===== config.mk =====
export PLATFORM = sky130hd
export DESIGN_NAME = sram_async_ctrl
export DESIGN_NICKNAME = d
export VERILOG_FILES = /design/src/rtl/sram_ctrl_pkg.sv /design/src/rtl/sram_phase_timer.sv /design/src/rtl/sram_seq_fsm.sv /design/src/rtl/sram_dq_path.sv /design/src/rtl/sram_async_ctrl.sv
export SDC_FILE = /design/constraint.sdc
export NUM_CORES = 1
export LEC_CHECK = 0
export ABC_AREA = 1
export BUFFER_PORTS_ARGS = -buffer_cell sky130_fd_sc_hd__buf_2
export CAP_MARGIN = 20
export CORE_MARGIN = 4
export CORE_UTILIZATION = 46
export DETAILED_ROUTE_END_ITERATION = 16
export PLACE_DENSITY = 0.77
export SYNTH_ARGS = -nofsm -noshare
export SYNTH_HDL_FRONTEND = slang
export SYNTH_SLANG_ARGS = --single-unit

===== constraint.sdc =====
create_clock -name clk -period 2.75 [get_ports clk]
set_input_delay 0.55 -clock clk [delete_from_list [all_inputs] [get_ports clk]]
set_output_delay 0.55 -clock clk [all_outputs]
set_load 0.02 [all_outputs]

===== src/rtl/sram_ctrl_pkg.sv =====
package sram_ctrl_pkg;

   // Sequencer phases
   typedef enum logic [2:0] {
      PH_IDLE   = 3'd0,
      PH_WSETUP = 3'd1,
      PH_WPULSE = 3'd2,
      PH_WHOLD  = 3'd3,
      PH_RACC   = 3'd4,
      PH_RREL   = 3'd5
   } phase_e;

   // Memory control pins, all as seen on the wire
   typedef struct packed {
      logic cs1_n;
      logic cs2;
      logic oe_n;
      logic we_n;
   } pins_t;

   // Nanosecond-scale minimum to clock cycles, rounded up, never below one
   function automatic int ps_to_cyc(input int t_ps, input int clk_ps);
      int c;
      c = (t_ps + clk_ps - 1) / clk_ps;
      if (c < 1) c = 1;
      return c;
   endfunction

   function automatic int max2(input int a, input int b);
      return (a > b) ? a : b;
   endfunction

   // Pin levels belonging to each phase
   function automatic pins_t pins_of(input phase_e p);
      pins_t r;
      case (p)
         PH_WSETUP: r = '{cs1_n: 1'b0, cs2: 1'b1, oe_n: 1'b1, we_n: 1'b1};
         PH_WPULSE: r = '{cs1_n: 1'b0, cs2: 1'b1, oe_n: 1'b1, we_n: 1'b0};
         PH_WHOLD:  r = '{cs1_n: 1'b0, cs2: 1'b1, oe_n: 1'b1, we_n: 1'b1};
         PH_RACC:   r = '{cs1_n: 1'b0, cs2: 1'b1, oe_n: 1'b0, we_n: 1'b1};
         default:   r = '{cs1_n: 1'b1, cs2: 1'b0, oe_n: 1'b1, we_n: 1'b1};
      endcase
      return r;
   endfunction

endpackage


===== src/rtl/sram_phase_timer.sv =====
module sram_phase_timer #(
   parameter int CNT_W = 5
) (
   input  logic             clk,
   input  logic             rst,
   input  logic             load,
   input  logic [CNT_W-1:0] load_val,
   output logic             done
);

   logic [CNT_W-1:0] cnt_q;

   generate
      if (CNT_W < 1) begin : g_bad_width
         $error("sram_phase_timer: CNT_W must be at least 1");
      end
   endgenerate

   always_ff @(posedge clk) begin
      if (rst) begin
         cnt_q <= '0;
      end else if (load) begin
         cnt_q <= load_val;
      end else if (cnt_q != '0) begin
         cnt_q <= cnt_q - 1'b1;
      end
   end

   assign done = (cnt_q == '0);

endmodule


===== src/rtl/sram_seq_fsm.sv =====
module sram_seq_fsm
   import sram_ctrl_pkg::*;
#(
   parameter int ADDR_W  = 17,
   parameter int DATA_W  = 8,
   parameter int CNT_W   = 5,
   parameter int SETUP_C = 1,
   parameter int PULSE_C = 14,
   parameter int HOLD_C  = 3,
   parameter int RD_C    = 18,
   parameter int TA_C    = 8
) (
   input  logic              clk,
   input  logic              rst,
   input  logic              req_valid,
   input  logic              req_we,
   input  logic [ADDR_W-1:0] req_addr,
   input  logic [DATA_W-1:0] req_wdata,
   output logic              req_ready,
   input  logic              tmr_done,
   output logic              tmr_load,
   output logic [CNT_W-1:0]  tmr_val,
   output pins_t             pins,
   output logic [ADDR_W-1:0] addr_q,
   output logic [DATA_W-1:0] wdata_q,
   output logic              capture,
   output logic              drive
);

   localparam logic [CNT_W-1:0] L_SETUP = CNT_W'(SETUP_C - 1);
   localparam logic [CNT_W-1:0] L_PULSE = CNT_W'(PULSE_C - 1);
   localparam logic [CNT_W-1:0] L_HOLD  = CNT_W'(HOLD_C - 1);
   localparam logic [CNT_W-1:0] L_RD    = CNT_W'(RD_C - 1);
   localparam logic [CNT_W-1:0] L_TA    = CNT_W'(TA_C - 1);

   generate
      if (SETUP_C < 1 || PULSE_C < 2 || HOLD_C < 1 || RD_C < 1 || TA_C < 1) begin : g_bad_phase
         $error("sram_seq_fsm: phase lengths out of range");
      end
   endgenerate

   phase_e state_q, state_d;
   pins_t  pins_q;
   logic   drive_q;
   logic   accept;

   assign req_ready = (state_q == PH_IDLE);
   assign accept    = req_ready && req_valid;

   always_comb begin
      state_d  = state_q;
      tmr_load = 1'b0;
      tmr_val  = '0;
      capture  = 1'b0;
      case (state_q)
         PH_IDLE: begin
            if (req_valid) begin
               tmr_load = 1'b1;
               if (req_we) begin
                  state_d = PH_WSETUP;
                  tmr_val = L_SETUP;
               end else begin
                  state_d = PH_RACC;
                  tmr_val = L_RD;
               end
            end
         end
         PH_WSETUP: begin
            if (tmr_done) begin
               state_d  = PH_WPULSE;
               tmr_load = 1'b1;
               tmr_val  = L_PULSE;
            end
         end
         PH_WPULSE: begin
            if (tmr_done) begin
               state_d  = PH_WHOLD;
               tmr_load = 1'b1;
               tmr_val  = L_HOLD;
            end
         end
         PH_WHOLD: begin
            if (tmr_done) state_d = PH_IDLE;
         end
         PH_RACC: begin
            if (tmr_done) begin
               state_d  = PH_RREL;
               tmr_load = 1'b1;
               tmr_val  = L_TA;
               capture  = 1'b1;
            end
         end
         PH_RREL: begin
            if (tmr_done) state_d = PH_IDLE;
         end
         default: state_d = PH_IDLE;
      endcase
   end

   always_ff @(posedge clk) begin
      if (rst) begin
         state_q <= PH_IDLE;
         pins_q  <= pins_of(PH_IDLE);
         drive_q <= 1'b0;
         addr_q  <= '0;
         wdata_q <= '0;
      end else begin
         state_q <= state_d;
         pins_q  <= pins_of(state_d);
         // driver comes on from the second strobe-low cycle, off as the strobe rises
         drive_q <= (state_d == PH_WPULSE) && (state_q == PH_WPULSE);
         if (accept) begin
            addr_q  <= req_addr;
            wdata_q <= req_wdata;
         end
      end
   end

   assign pins  = pins_q;
   assign drive = drive_q;

   // idle pin levels
   assert_idle_pins_R1: assert property (@(posedge clk) disable iff (rst)
      req_ready |-> (pins_q.cs1_n && !pins_q.cs2 && pins_q.oe_n && pins_q.we_n && !drive_q));

   // strobe only while selected
   assert_we_selected_R4: assert property (@(posedge clk) disable iff (rst)
      !pins_q.we_n |-> (!pins_q.cs1_n && pins_q.cs2));

   // never strobe with output enable active
   assert_we_oe_excl_R5: assert property (@(posedge clk) disable iff (rst)
      !pins_q.we_n |-> pins_q.oe_n);

   // address frozen while selected
   assert_addr_hold_R2: assert property (@(posedge clk) disable iff (rst)
      (!pins_q.cs1_n && $past(!pins_q.cs1_n)) |-> $stable(addr_q));

   // busy after acceptance
   assert_busy_after_accept_R7: assert property (@(posedge clk) disable iff (rst)
      (req_valid && req_ready) |=> !req_ready);

endmodule


===== src/rtl/sram_dq_path.sv =====
module sram_dq_path #(
   parameter int DATA_W   = 8,
   parameter bit PARK_LOW = 1'b1
) (
   input  logic              clk,
   input  logic              rst,
   input  logic              capture,
   input  logic              drive,
   input  logic [DATA_W-1:0] wdata,
   input  logic [DATA_W-1:0] dq_i,
   output logic [DATA_W-1:0] dq_o,
   output logic              dq_oe,
   output logic [DATA_W-1:0] rdata,
   output logic              rvalid
);

   generate
      if (DATA_W < 1) begin : g_bad_width
         $error("sram_dq_path: DATA_W must be at least 1");
      end
      if (PARK_LOW) begin : g_park
         // outgoing value held at zero while the pad is off
         always_comb dq_o = drive ? wdata : '0;
      end else begin : g_follow
         always_comb dq_o = wdata;
      end
   endgenerate

   assign dq_oe = drive;

   always_ff @(posedge clk) begin
      if (rst) begin
         rdata  <= '0;
         rvalid <= 1'b0;
      end else begin
         rvalid <= capture;
         if (capture) rdata <= dq_i;
      end
   end

   // read data marker lasts a single cycle
   assert_rvalid_pulse_R3: assert property (@(posedge clk) disable iff (rst)
      rvalid |=> !rvalid);

endmodule


===== src/rtl/sram_async_ctrl.sv =====
module sram_async_ctrl
   import sram_ctrl_pkg::*;
#(
   parameter int ADDR_W   = 17,
   parameter int DATA_W   = 8,
   parameter int CLK_PS   = 4000,
   parameter int T_RC_PS  = 70000,
   parameter int T_AA_PS  = 70000,
   parameter int T_ACS_PS = 70000,
   parameter int T_OE_PS  = 30000,
   parameter int T_HZ_PS  = 30000,
   parameter int T_WC_PS  = 70000,
   parameter int T_AS_PS  = 0,
   parameter int T_WP_PS  = 35000,
   parameter int T_AW_PS  = 60000,
   parameter int T_DW_PS  = 35000,
   parameter int T_WR_PS  = 5000,
   parameter bit PARK_LOW = 1'b1
) (
   input  logic              clk,
   input  logic              rst,
   input  logic              req_valid,
   output logic              req_ready,
   input  logic              req_we,
   input  logic [ADDR_W-1:0] req_addr,
   input  logic [DATA_W-1:0] req_wdata,
   output logic              rsp_valid,
   output logic [DATA_W-1:0] rsp_rdata,
   output logic [ADDR_W-1:0] mem_addr,
   output logic              mem_cs1_n,
   output logic              mem_cs2,
   output logic              mem_oe_n,
   output logic              mem_we_n,
   output logic [DATA_W-1:0] mem_dq_o,
   output logic              mem_dq_oe,
   input  logic [DATA_W-1:0] mem_dq_i
);

   // per-phase cycle counts
   localparam int AS_C  = ps_to_cyc(T_AS_PS, CLK_PS);
   localparam int WP_C  = ps_to_cyc(T_WP_PS, CLK_PS);
   localparam int AW_C  = ps_to_cyc(T_AW_PS, CLK_PS);
   localparam int DW_C  = ps_to_cyc(T_DW_PS, CLK_PS);
   localparam int WR_C  = ps_to_cyc(T_WR_PS, CLK_PS);
   localparam int WC_C  = ps_to_cyc(T_WC_PS, CLK_PS);
   localparam int AA_C  = ps_to_cyc(T_AA_PS, CLK_PS);
   localparam int ACS_C = ps_to_cyc(T_ACS_PS, CLK_PS);
   localparam int OE_C  = ps_to_cyc(T_OE_PS, CLK_PS);
   localparam int HZ_C  = ps_to_cyc(T_HZ_PS, CLK_PS);
   localparam int RC_C  = ps_to_cyc(T_RC_PS, CLK_PS);

   localparam int SETUP_C = AS_C;
   // data goes on the bus one cycle into the strobe, so it needs one extra
   localparam int PULSE_C = max2(WP_C, max2(AW_C - SETUP_C, DW_C + 1));
   localparam int HOLD_C  = max2(WR_C, WC_C - SETUP_C - PULSE_C);
   localparam int RD_C    = max2(AA_C, max2(ACS_C, OE_C));
   localparam int TA_C    = max2(HZ_C, RC_C - RD_C);
   localparam int MAX_C   = max2(max2(SETUP_C, PULSE_C), max2(max2(HOLD_C, RD_C), TA_C));
   localparam int CNT_W   = $clog2(MAX_C + 1);

   generate
      if (ADDR_W < 1 || DATA_W < 1) begin : g_bad_bus
         $error("sram_async_ctrl: bus widths must be positive");
      end
      if (CLK_PS < 1) begin : g_bad_clk
         $error("sram_async_ctrl: CLK_PS must be positive");
      end
   endgenerate

   logic             tmr_load, tmr_done, capture, drive;
   logic [CNT_W-1:0] tmr_val;
   logic [DATA_W-1:0] wdata_q;
   pins_t            pins;

   sram_phase_timer #(.CNT_W(CNT_W)) timer_i (
      .clk      (clk),
      .rst      (rst),
      .load     (tmr_load),
      .load_val (tmr_val),
      .done     (tmr_done)
   );

   sram_seq_fsm #(
      .ADDR_W (ADDR_W), .DATA_W (DATA_W), .CNT_W (CNT_W),
      .SETUP_C(SETUP_C), .PULSE_C(PULSE_C), .HOLD_C(HOLD_C),
      .RD_C   (RD_C), .TA_C (TA_C)
   ) fsm_i (
      .clk       (clk),
      .rst       (rst),
      .req_valid (req_valid),
      .req_we    (req_we),
      .req_addr  (req_addr),
      .req_wdata (req_wdata),
      .req_ready (req_ready),
      .tmr_done  (tmr_done),
      .tmr_load  (tmr_load),
      .tmr_val   (tmr_val),
      .pins      (pins),
      .addr_q    (mem_addr),
      .wdata_q   (wdata_q),
      .capture   (capture),
      .drive     (drive)
   );

   sram_dq_path #(.DATA_W(DATA_W), .PARK_LOW(PARK_LOW)) dq_i (
      .clk     (clk),
      .rst     (rst),
      .capture (capture),
      .drive   (drive),
      .wdata   (wdata_q),
      .dq_i    (mem_dq_i),
      .dq_o    (mem_dq_o),
      .dq_oe   (mem_dq_oe),
      .rdata   (rsp_rdata),
      .rvalid  (rsp_valid)
   );

   assign mem_cs1_n = pins.cs1_n;
   assign mem_cs2   = pins.cs2;
   assign mem_oe_n  = pins.oe_n;
   assign mem_we_n  = pins.we_n;

   // pad driver only inside an established strobe with output enable off
   assert_drive_gate_R5: assert property (@(posedge clk) disable iff (rst)
      mem_dq_oe |-> (!mem_we_n && mem_oe_n && $past(!mem_we_n)));

   // driver released as the strobe rises
   assert_drive_release_R5: assert property (@(posedge clk) disable iff (rst)
      $rose(mem_we_n) |-> !mem_dq_oe);

   // no read data return while the pad driver is on
   assert_no_rsp_in_write_R9: assert property (@(posedge clk) disable iff (rst)
      mem_dq_oe |-> !rsp_valid);

endmodule


# Word-level counts from Yosys, hierarchy flattened
# Index checks and enable logic that the tools add are counted.
[totals] register_bits=47 inputBits=37 output_inout_bits=40 wordCells=51
[classes] add_sub_neg=1 n_eq_ne=9 muxes=21 reduce_logical=9
[op_table] op="two-way mux 3 bit" count=7
[op_table] op="two-way mux 5 bit" count=4
[op_table] op="case mux 5 bit (4 select lines)" count=1
[op_table] op="case mux 3 bit (5 select lines)" count=1
[op_table] op="equality test 3 x 2 -> 1 bit, second input constant" count=4
[op_table] op="case mux 4 bit (3 select lines)" count=1
[op_table] op="equality test 3 bit, second input constant" count=3
[op_table] op="two-way mux 8 bit" count=1
[op_table] op="equality test 3 x 1 -> 1 bit, second input constant" count=2
[op_table] op="logical NOT 5 bit" count=1
[op_table] op="nonzero test 5 bit" count=1
[op_table] op="subtractor 5 x 1 -> 5 bit, second input constant" count=1
[op_table] op="two-way mux 4 bit" count=1
[op_table] op="OR reduction 2 bit" count=2
[op_table] op="logical NOT 3 bit" count=1
[op_table] op="two-way mux 1 bit" count=3
[op_table] op="OR reduction 3 bit" count=1
[op_table] op="logical AND 1 bit" count=2
[op_table] op="two-way mux 2 bit" count=1
[op_table] op="case mux 1 bit (2 select lines)" count=1
[op_table] op="nonzero test 2 bit" count=1

# Depth between registers and ports, before layout
# Gate-level depths: netlist of the first run.
[depth] ltp_word=6 mapped_depth=11

# Cells and area by module
# From an unflattened synthesis of the first run, not the netlist that was laid out.
[hier_totals] cells_unflattened=289 area_unflattened_um2=2366.0
[modules_own_cells] mod="sram_seq_fsm" n_inst=1 cells_per_inst=175 area_each_um2=1634.1
[modules_own_cells] mod="sram_dq_path" n_inst=1 cells_per_inst=72 area_each_um2=441.7
[modules_own_cells] mod="sram_phase_timer" n_inst=1 cells_per_inst=42 area_each_um2=290.3

# Worst setup path before layout of the first run
# Ideal clock, no wire load.
[synth_timing] path_type="flip-flop to output port" start="reg fsm_i.drive_q, in the netlist fsm_i.drive" end="out mem_dq_o[0]" arrival_ps=884 t_required_ps=2200 setup_slack_ps=1316 path_stages_with_launch=4 n_path_buf=1 cell_sequence="dfxtp_1 > clkbuf_1 > nand2_1 > inv_1"
[synth_between] elab_chain_len=1
[synth_lines] element="start: declaration" line_no="sram_seq_fsm.sv:44" rtl="logic drive_q;"
[synth_lines] element="start signal: assignment" line_no="sram_seq_fsm.sv:111" rtl="drive_q <= (state_d == PH_WPULSE) && (state_q == PH_WPULSE);"
[synth_lines] element="two-way mux 8 bit" line_no="sram_dq_path.sv:23" rtl="always_comb dq_o = drive ? wdata : '0;"
[synth_lines] element="end: declaration" line_no="sram_async_ctrl.sv:34" rtl="output logic [DATA_W-1:0] mem_dq_o,"
# No other way between the ends.

# Worst setup path after layout of the first run
[layout_timing] start="reg fsm_i.state_q[1]" end="out req_ready"
[layout_between] elab_chain_len=1
[layout_lines] element="start: declaration" line_no="sram_seq_fsm.sv:42" rtl="phase_e state_q, state_d;"
[layout_lines] element="start signal: assignment" line_no="sram_seq_fsm.sv:108" rtl="state_q <= state_d;"
[layout_lines] element="logical NOT 3 bit" line_no="sram_seq_fsm.sv:47" rtl="assign req_ready = (state_q == PH_IDLE);"
[layout_lines] element="end: declaration" line_no="sram_async_ctrl.sv:23" rtl="output logic req_ready,"
# No other way between the ends.

==> reports/qor.yml, run 1 <==
yosys:
  synth_compound_area_share_pct: 10.4
  synth_xor_xnor_area_share_pct: 1.77
  yosys_warnings: 0
  syn_avg_cell_area_um2: 7.40
  synth_edf_count: 0
  ys_types: 27
  synth_area_leader_cell: "dfxtp_1"
  syn_nets: 306
  synthMuxAreaShare_pct: 0
  synth-seq-cells: 47
  synthTopCellsByArea: "dfxtp_1 48%, nand2_1 15%, a21oi_1 7.6%"
  netlist_top_cells_count: "81 x nand2_1, 47 x dfxtp_1, 30 x a21oi_1"
  synth_ff_type: "dfxtp_1"
  synth_fa_ha_area_share_pct: 1.27
  yosysSeqAreaShare_pct: 47.6
  synth_top_family_by_area: "simple AND/OR/NAND/NOR gates"
  yosys.area_share.simple_pct: 30.3
  syn_area_mm2: 0.00198
  synthArstFlopShare_pct: 0
  yosysTopAreaCellShare_pct: 47.6
  syn_inst: 267
  yosysMostFrequentCell: "nand2_1"
placed_design:
  hpwl_um: 3430
  port_buffers: 76
  place_congestion: 0.923
  place_inst: 384
sta:
  worst_pin_slew_ps: 443
  fin_worst_skew_ps: 4.72
  final.period_utilization_pct: 62.1
  hold_viol: 0
  slew_violations: 0
  fmax_mhz: 585
  maxSlewHeadroom_pct: 70.4
  fin_setup_tns_ps: 0
  final.min_clock_period_ps: 1710
  finalSetupViolations: 0
  rsz0062_at_grt: "false"
drt:
  drt_iter0_drc: 134
  route.vias.total: 1885
  wl_per_cell_um: 11.7
  drcViolationCount: 0
  ant_nets: 0
  wirelength_um: 4590
  via_per_inst: 4.81
  first_pass_iters: 4
clock_tree:
  postCtsHoldBufs: 0
  numCtsBuffers: 5
  insertion_delay_ps: 290
  htree_levels: 2
  cts_max_path_buffers: 2
  cts_post_setup_buffers_inserted: 0
  cts.repair.resized: 0
  clock_sinks: 47
  tritoncts: "built"
  root_buffer: "clkbuf_8"
  cts.clk_slew.worst_paths_ps: 80
final_layout:
  num-nets-final: 380
  antennaDiodeCount: 0
  fin_cells: 392
  drive_above_1_share_pct: 30.4
  synthToLayoutAreaGrowth_pct: 24.9
  post-route-util_pct: 60.4
global_route:
  grt_overflow_total: 0
  grt_pass1_vias: 1763
  grt_pass1_wl_um: 7490
  track_usage_pct: 17.5
  grt_max_degree: 30
  grt_antenna_before_repair: 0
die:
  die_area_mm2: 0.00541
  core_mm2: 0.00409
  row_count: 23
  initial_utilization_pct: 48.3
  die_x_um: 73.5
  die_y_um: 73.5
  ios: 77
setup_path:
  arrival_ps: 1160
  critPathLaunchType: "register"
  crit_slowest_cell: "dfxtp_1"
  r2r_setup_slack_ps: 1130
  endpoint_kind: "output pin"
  path_cells: "inv_2 > nand2_2 > nor2_4 > buf_2"
  crit_buf_inv: 2
  worstPathMaxFanout: 6
  cp.required_ps: 2200
  path_class: "reg2out"
  cp_top_family: "flip-flops"
  cp_slowest_stage_delay_ps: 380
pwr:
  power_mw: 2.18
  p_leak_nw: 1.33
  p_per_area_mw_per_mm2: 883
  ir_drop_v: 0.000571
run_status:
  status: "finished, final reports clean"
hold_path:
  hold_class: "reg2reg"
run:
  cap_violations: 0
## per-stage QoR
stage	hold slack, ps	instance area [um2]	worst slack, ps
after global routing	486	2470	957
after floorplan	444	1980	1320
after detailed placement	458	2360	1130
after global placement	450	2360	1140
after CTS	472	2470	1050
final	469	2470	1040
## final cells by class
| cell class | instances | area, um2 |
|---|---|---|
| Clock buffer | 7 | 96.3 |
| Clock inverter | 1 | 7.51 |
| Fill cell | 387 | 1620 |
| Inverter | 28 | 108 |
| Multi-Input combinational cell | 182 | 865 |
| Sequential cell | 47 | 941 |
| Tap cell | 50 | 62.6 |
| Timing Repair Buffer | 77 | 388 |
## power breakdown
part	internal [mW]	leakage, nW	switching [mW]
Clock	0.229	0.0505	0.220
Combinational	0.287	0.893	0.561
Sequential	0.808	0.385	0.0746
## layout by cell type (no fill, tap or decap)
cell,count
nand3_2,2
nor2_2,3
clkinvlp_4,1
clkbuf_8,7
nor2_1,27
o21ai_0,9
buf_4,1
nor3_1,2
xor2_1,3
inv_4,1
inv_2,4
a31oi_1,1
o21ai_1,1
nor2_4,2
nand2_1,81
nand2_4,2
nand3_1,7
dfxtp_1,47
ha_1,2
nand4_2,1
nand2_2,4
nand3b_1,1
inv_1,23
nand4_1,3
a21oi_1,30
xnor2_1,1
buf_2,76
## path summary, 6_finish.rpt
check,start,to,depth (start not counted)
max,fsm_i.state_q[1]$_SDFF_PP0_,req_ready,4
min,fsm_i.addr_q[7]$_SDFFE_PP0P_,fsm_i.addr_q[7]$_SDFFE_PP0P_,2
max reg2reg,fsm_i.state_q[1]$_SDFF_PP0_,fsm_i.addr_q[4]$_SDFFE_PP0P_,7
min reg2reg,fsm_i.addr_q[7]$_SDFFE_PP0P_,fsm_i.addr_q[7]$_SDFFE_PP0P_,2
## registers in the layout (all words and copies together) (netlist names)
name and flops:
fsm_i.addr_q 17, dq_i.rdata 8, fsm_i.state_q 3, timer_i.cnt_q 5, fsm_i.drive 1, fsm_i.wdata_q 8, fsm_i.pins 4, dq_i.rvalid 1
## cells by family (layout without fill, tap and decap cells)
family / Yosys count / after routing
AND/OR/NAND/NOR: 135 / 135
flip-flops: 47 / 47
AO/OA/AOI/OAI: 41 / 41
buffers and inverters: 38 / 113
XOR/XNOR: 4 / 4
adder cells (fa/ha/maj): 2 / 2
## worst reg2reg max path: cells and delay by family, from the launching register on
kind	cells	cell delay, ps
and+or+nand+nor	4	520
buffers and inverters	2	510
DFF	1	380
AOI/OAI and AO/OA	1	150
## metal layers
layer / GRT usage, % / wire length [um]
met4: 6.44 / 29
met1: 21.1 / 1900
met2: 29.6 / 2310
met5: 0 / 0
met3: 4.79 / 344
(Power assumes the default switching activity.)
==> inputs of run 2 (changes only) <==
Settings changed: ABC_AREA 1 to 0, CORE_UTILIZATION 46 to 43, PLACE_DENSITY 0.77 to 0.76.
Clock period 2.75 ns to 1.48 ns, I/O delays scaled along.
==> run 2 against run 1 <==
Net effect:
- the flow now finishes with violations (setup timing)
- via count is 1.2% higher
- total power grew 140%
- wire length up 0.15%
- worst hold slack worse by 250 ps
- sequential power is 95% higher
- first-iteration DRC count fell by 25%
- core utilization grew 2.0 points
- synthesized cell count down 11%
- critical endpoint is now fsm_i.pins[3]$_SDFF_PP1_
- largest cell class is now multi-input gates
==> reports/qor.yml, run 2 <==
final_layout:
  num-nets-final: 367  # -3.4%
  post-route-util_pct: 62.4  # +2.0 points
  antennaDiodeCount: 0  # unchanged
  regArea_um2: 947  # +0.66%
  multi_input_area_um2: 998  # +15%
  mostFrequentLayoutCells: "75 x buf_2, 57 x nand2_1, 42 x dfxtp_1, 29 x a21oi_1, 21 x buf_4"
  regMostFlops: "fsm_i.addr_q"
  synthToLayoutAreaGrowth_pct: 39.9
  top_regs: "fsm_i.addr_q (17), dq_i.rdata (8), fsm_i.wdata_q (8)"
  fillers: 393  # +1.6%
  drive_above_1_share_pct: 38.9  # +8.5 points
  largest_reg_flops: 17  # unchanged
  fin_cells: 381  # -2.8%
  layout_commonest_cell: "buf_2"
clock_tree:
  insertion_delay_ps: 300  # about the same
  cts_max_path_buffers: 2  # unchanged
  cts.clk_slew.worst_paths_ps: 90  # about the same
  clock_sinks: 47  # unchanged
  tritoncts: "built"
  numCtsBuffers: 5  # unchanged
  postCtsHoldBufs: 0  # unchanged
  root_buffer: "clkbuf_8"
  htree_levels: 2  # unchanged
setup_path:
  path_cells: "inv_2 > ha_4 > or4b_4 > a211o_1 > a211o_1 > and3_1"
  arrival_ps: 1960  # +800 ps
  critPathLaunchType: "register"
  worstPathMaxFanout: 2  # -4
  crit_buf_inv: 1  # -1
  path_class: "reg2reg"
  endpoint_kind: "register"
  cp_slowest_stage_delay_ps: 450  # +70 ps
  cp_common_cell: "a211o_1"
  cp.required_ps: 1680  # -520 ps
  cp_top_family: "simple AND/OR/NAND/NOR gates"
  crit_slowest_cell: "or4b_4"
die:
  row_count: 24  # +4.3%
  ios: 77  # unchanged
  initial_utilization_pct: 44.6  # -3.7 points
  die_area_mm2: 0.00569  # +5.2%
  core_mm2: 0.00438  # +7.3%
  die_x_um: 75.4  # +2.6%
  die_y_um: 75.4  # +2.6%
yosys:
  synthArstFlopShare_pct: 0  # unchanged
  syn_inst: 237  # -11%
  syn_nets: 276  # -9.8%
  syn_avg_cell_area_um2: 8.25  # +12%
  yosysTopAreaCellShare_pct: 48.1  # +0.49 points
  yosysSeqAreaShare_pct: 48.1  # +0.49 points
  yosys_warnings: 0  # unchanged
  yosysMostFrequentCell: "nand2_1"
  synth_ff_type: "dfxtp_1"
  ys_types: 31  # +15%
  netlist_top_cells_count: "58 x nand2_1, 47 x dfxtp_1, 29 x a21oi_1"
  syn_area_mm2: 0.00196  # -1.0%
  synth_edf_count: 0  # unchanged
  synth_area_leader_cell: "dfxtp_1"
  synth-seq-cells: 47  # unchanged
  synthTopCellsByArea: "dfxtp_1 48%, nand2_1 11%, a21oi_1 7.4%"
placed_design:
  pre_cts_slack_ps: -340  # -1470 ps
  hpwl_um: 3370  # -1.9%
  place_congestion: 0.852  # -7.7%
  place_inst: 370  # -3.6%
  port_buffers: 76  # unchanged
sta:
  finalSetupViolations: 8  # +8
  fin_ws_ps: -280  # -1320 ps
  fin_worst_skew_ps: 8.22  # +3.49 ps
  fmax_mhz: 568
  slew_violations: 0  # unchanged
  final.period_utilization_pct: 119
  worst_pin_slew_ps: 427  # -16.0 ps
  hold_viol: 0  # unchanged
  rsz0062_at_grt: "true"
  maxSlewHeadroom_pct: 71.4  # +0.98 points
  hold_slack_ps: 221  # -247 ps
  final.min_clock_period_ps: 1760
run_status:
  violations: "setup timing"
  status: "finished, violations left"
drt:
  route.vias.total: 1907  # +1.2%
  via_per_inst: 5.01  # +4.1%
  drcViolationCount: 0  # unchanged
  ant_nets: 0  # unchanged
  first_pass_iters: 4  # unchanged
  wl_per_cell_um: 12.1  # +3.0%
  drt_iter0_drc: 101  # -25%
  wirelength_um: 4600  # +0.15%
pwr:
  p_per_area_mw_per_mm2: 1900  # +120%
  p_leak_nw: 1.30  # -2.1%
  ir_drop_v: 0.000840  # +47%
  power_mw: 5.20  # +140%
global_route:
  grt_pass1_wl_um: 7050  # -5.8%
  grt_max_degree: 39  # +30%
  grt_overflow_total: 0  # unchanged
  track_usage_pct: 16.0  # -1.5 points
  grt_pass1_vias: 1638  # -7.1%
  grt_antenna_before_repair: 0  # unchanged
hold_path:
  hold_class: "in2reg"
run:
  cap_violations: 0  # unchanged
[run 2: worst paths after layout]
check	startpoint	to	slack (ps)	cells past startpoint
worst min register to register	fsm_i.wdata_q[3]$_SDFFE_PP0P_	fsm_i.wdata_q[3]$_SDFFE_PP0P_	450	2
worst max-delay path	timer_i.cnt_q[1]$_SDFFE_PP0P_	fsm_i.pins[3]$_SDFF_PP1_	-280	6
worst max register to register	timer_i.cnt_q[1]$_SDFFE_PP0P_	fsm_i.pins[3]$_SDFF_PP1_	-280	6
worst min-delay path	req_addr[13]	fsm_i.addr_q[13]$_SDFFE_PP0P_	220	3
[run 2: power by group]
group          switching (mW)  total [mW]  internal (mW)
sequential              0.147        1.72           1.57
combinational            1.44        2.67           1.23
clock                   0.436       0.817          0.382
total                    2.02        5.20           3.18
[run 2: cells by family (layout without fill, tap and decap cells)]
group / count (synthesis) / in the layout / share of synthesized area [%]
xor gates and xnor gates: 6 / 6 / 2.69
adders and majority gates: 2 / 2 / 1.28
and+or+nand+nor: 104 / 104 / 24.8
muxes: 9 / 9 / 4.61
buffers and inverters: 20 / 112 / 4.09
AOI/OAI and AO/OA: 49 / 49 / 14.4
DFF: 47 / 47 / 48.1
[run 2: area by class of cell]
type | count | area share [%]
inverters | 3 | 0.412
well taps | 52 | 2.38
multi-input cells | 170 | 36.5
flip-flops and latches | 47 | 34.6
repair buffers | 101 | 22.5
clock inverters | 2 | 0.594
clock buffers | 6 | 3.02
[run 2: worst reg2reg max path: stages (launching register included)]
cell	delay, ps
dfxtp_2	330
inv_2	70
ha_4	130
or4b_4	450
a211o_1	270
a211o_1	270
and3_1	150
[run 2: metrics by stage]
stage | setup TNS (ps) | area (um2)
global placement | -649 | 2560
CTS | -1080 | 2700
detailed placement | -1160 | 2560
finish | -1020 | 2740
floorplan | -2350 | 1990
global route | -2490 | 2740
[run 2: layer usage]
metal	share of wire, %	GRT usage, %	up-vias
li1	-	-	975
met1	45	19.5	856
met2	45	27.0	71
met3	9.2	5.80	5
met4	0.74	3.50	0
met5	0	0	-
[run 2: repair_timing]
item                       CTS  global route
cloned                       0             0
gates resized for setup      8             6
buffers inserted             2             1
setup endpoints to repair   16            44
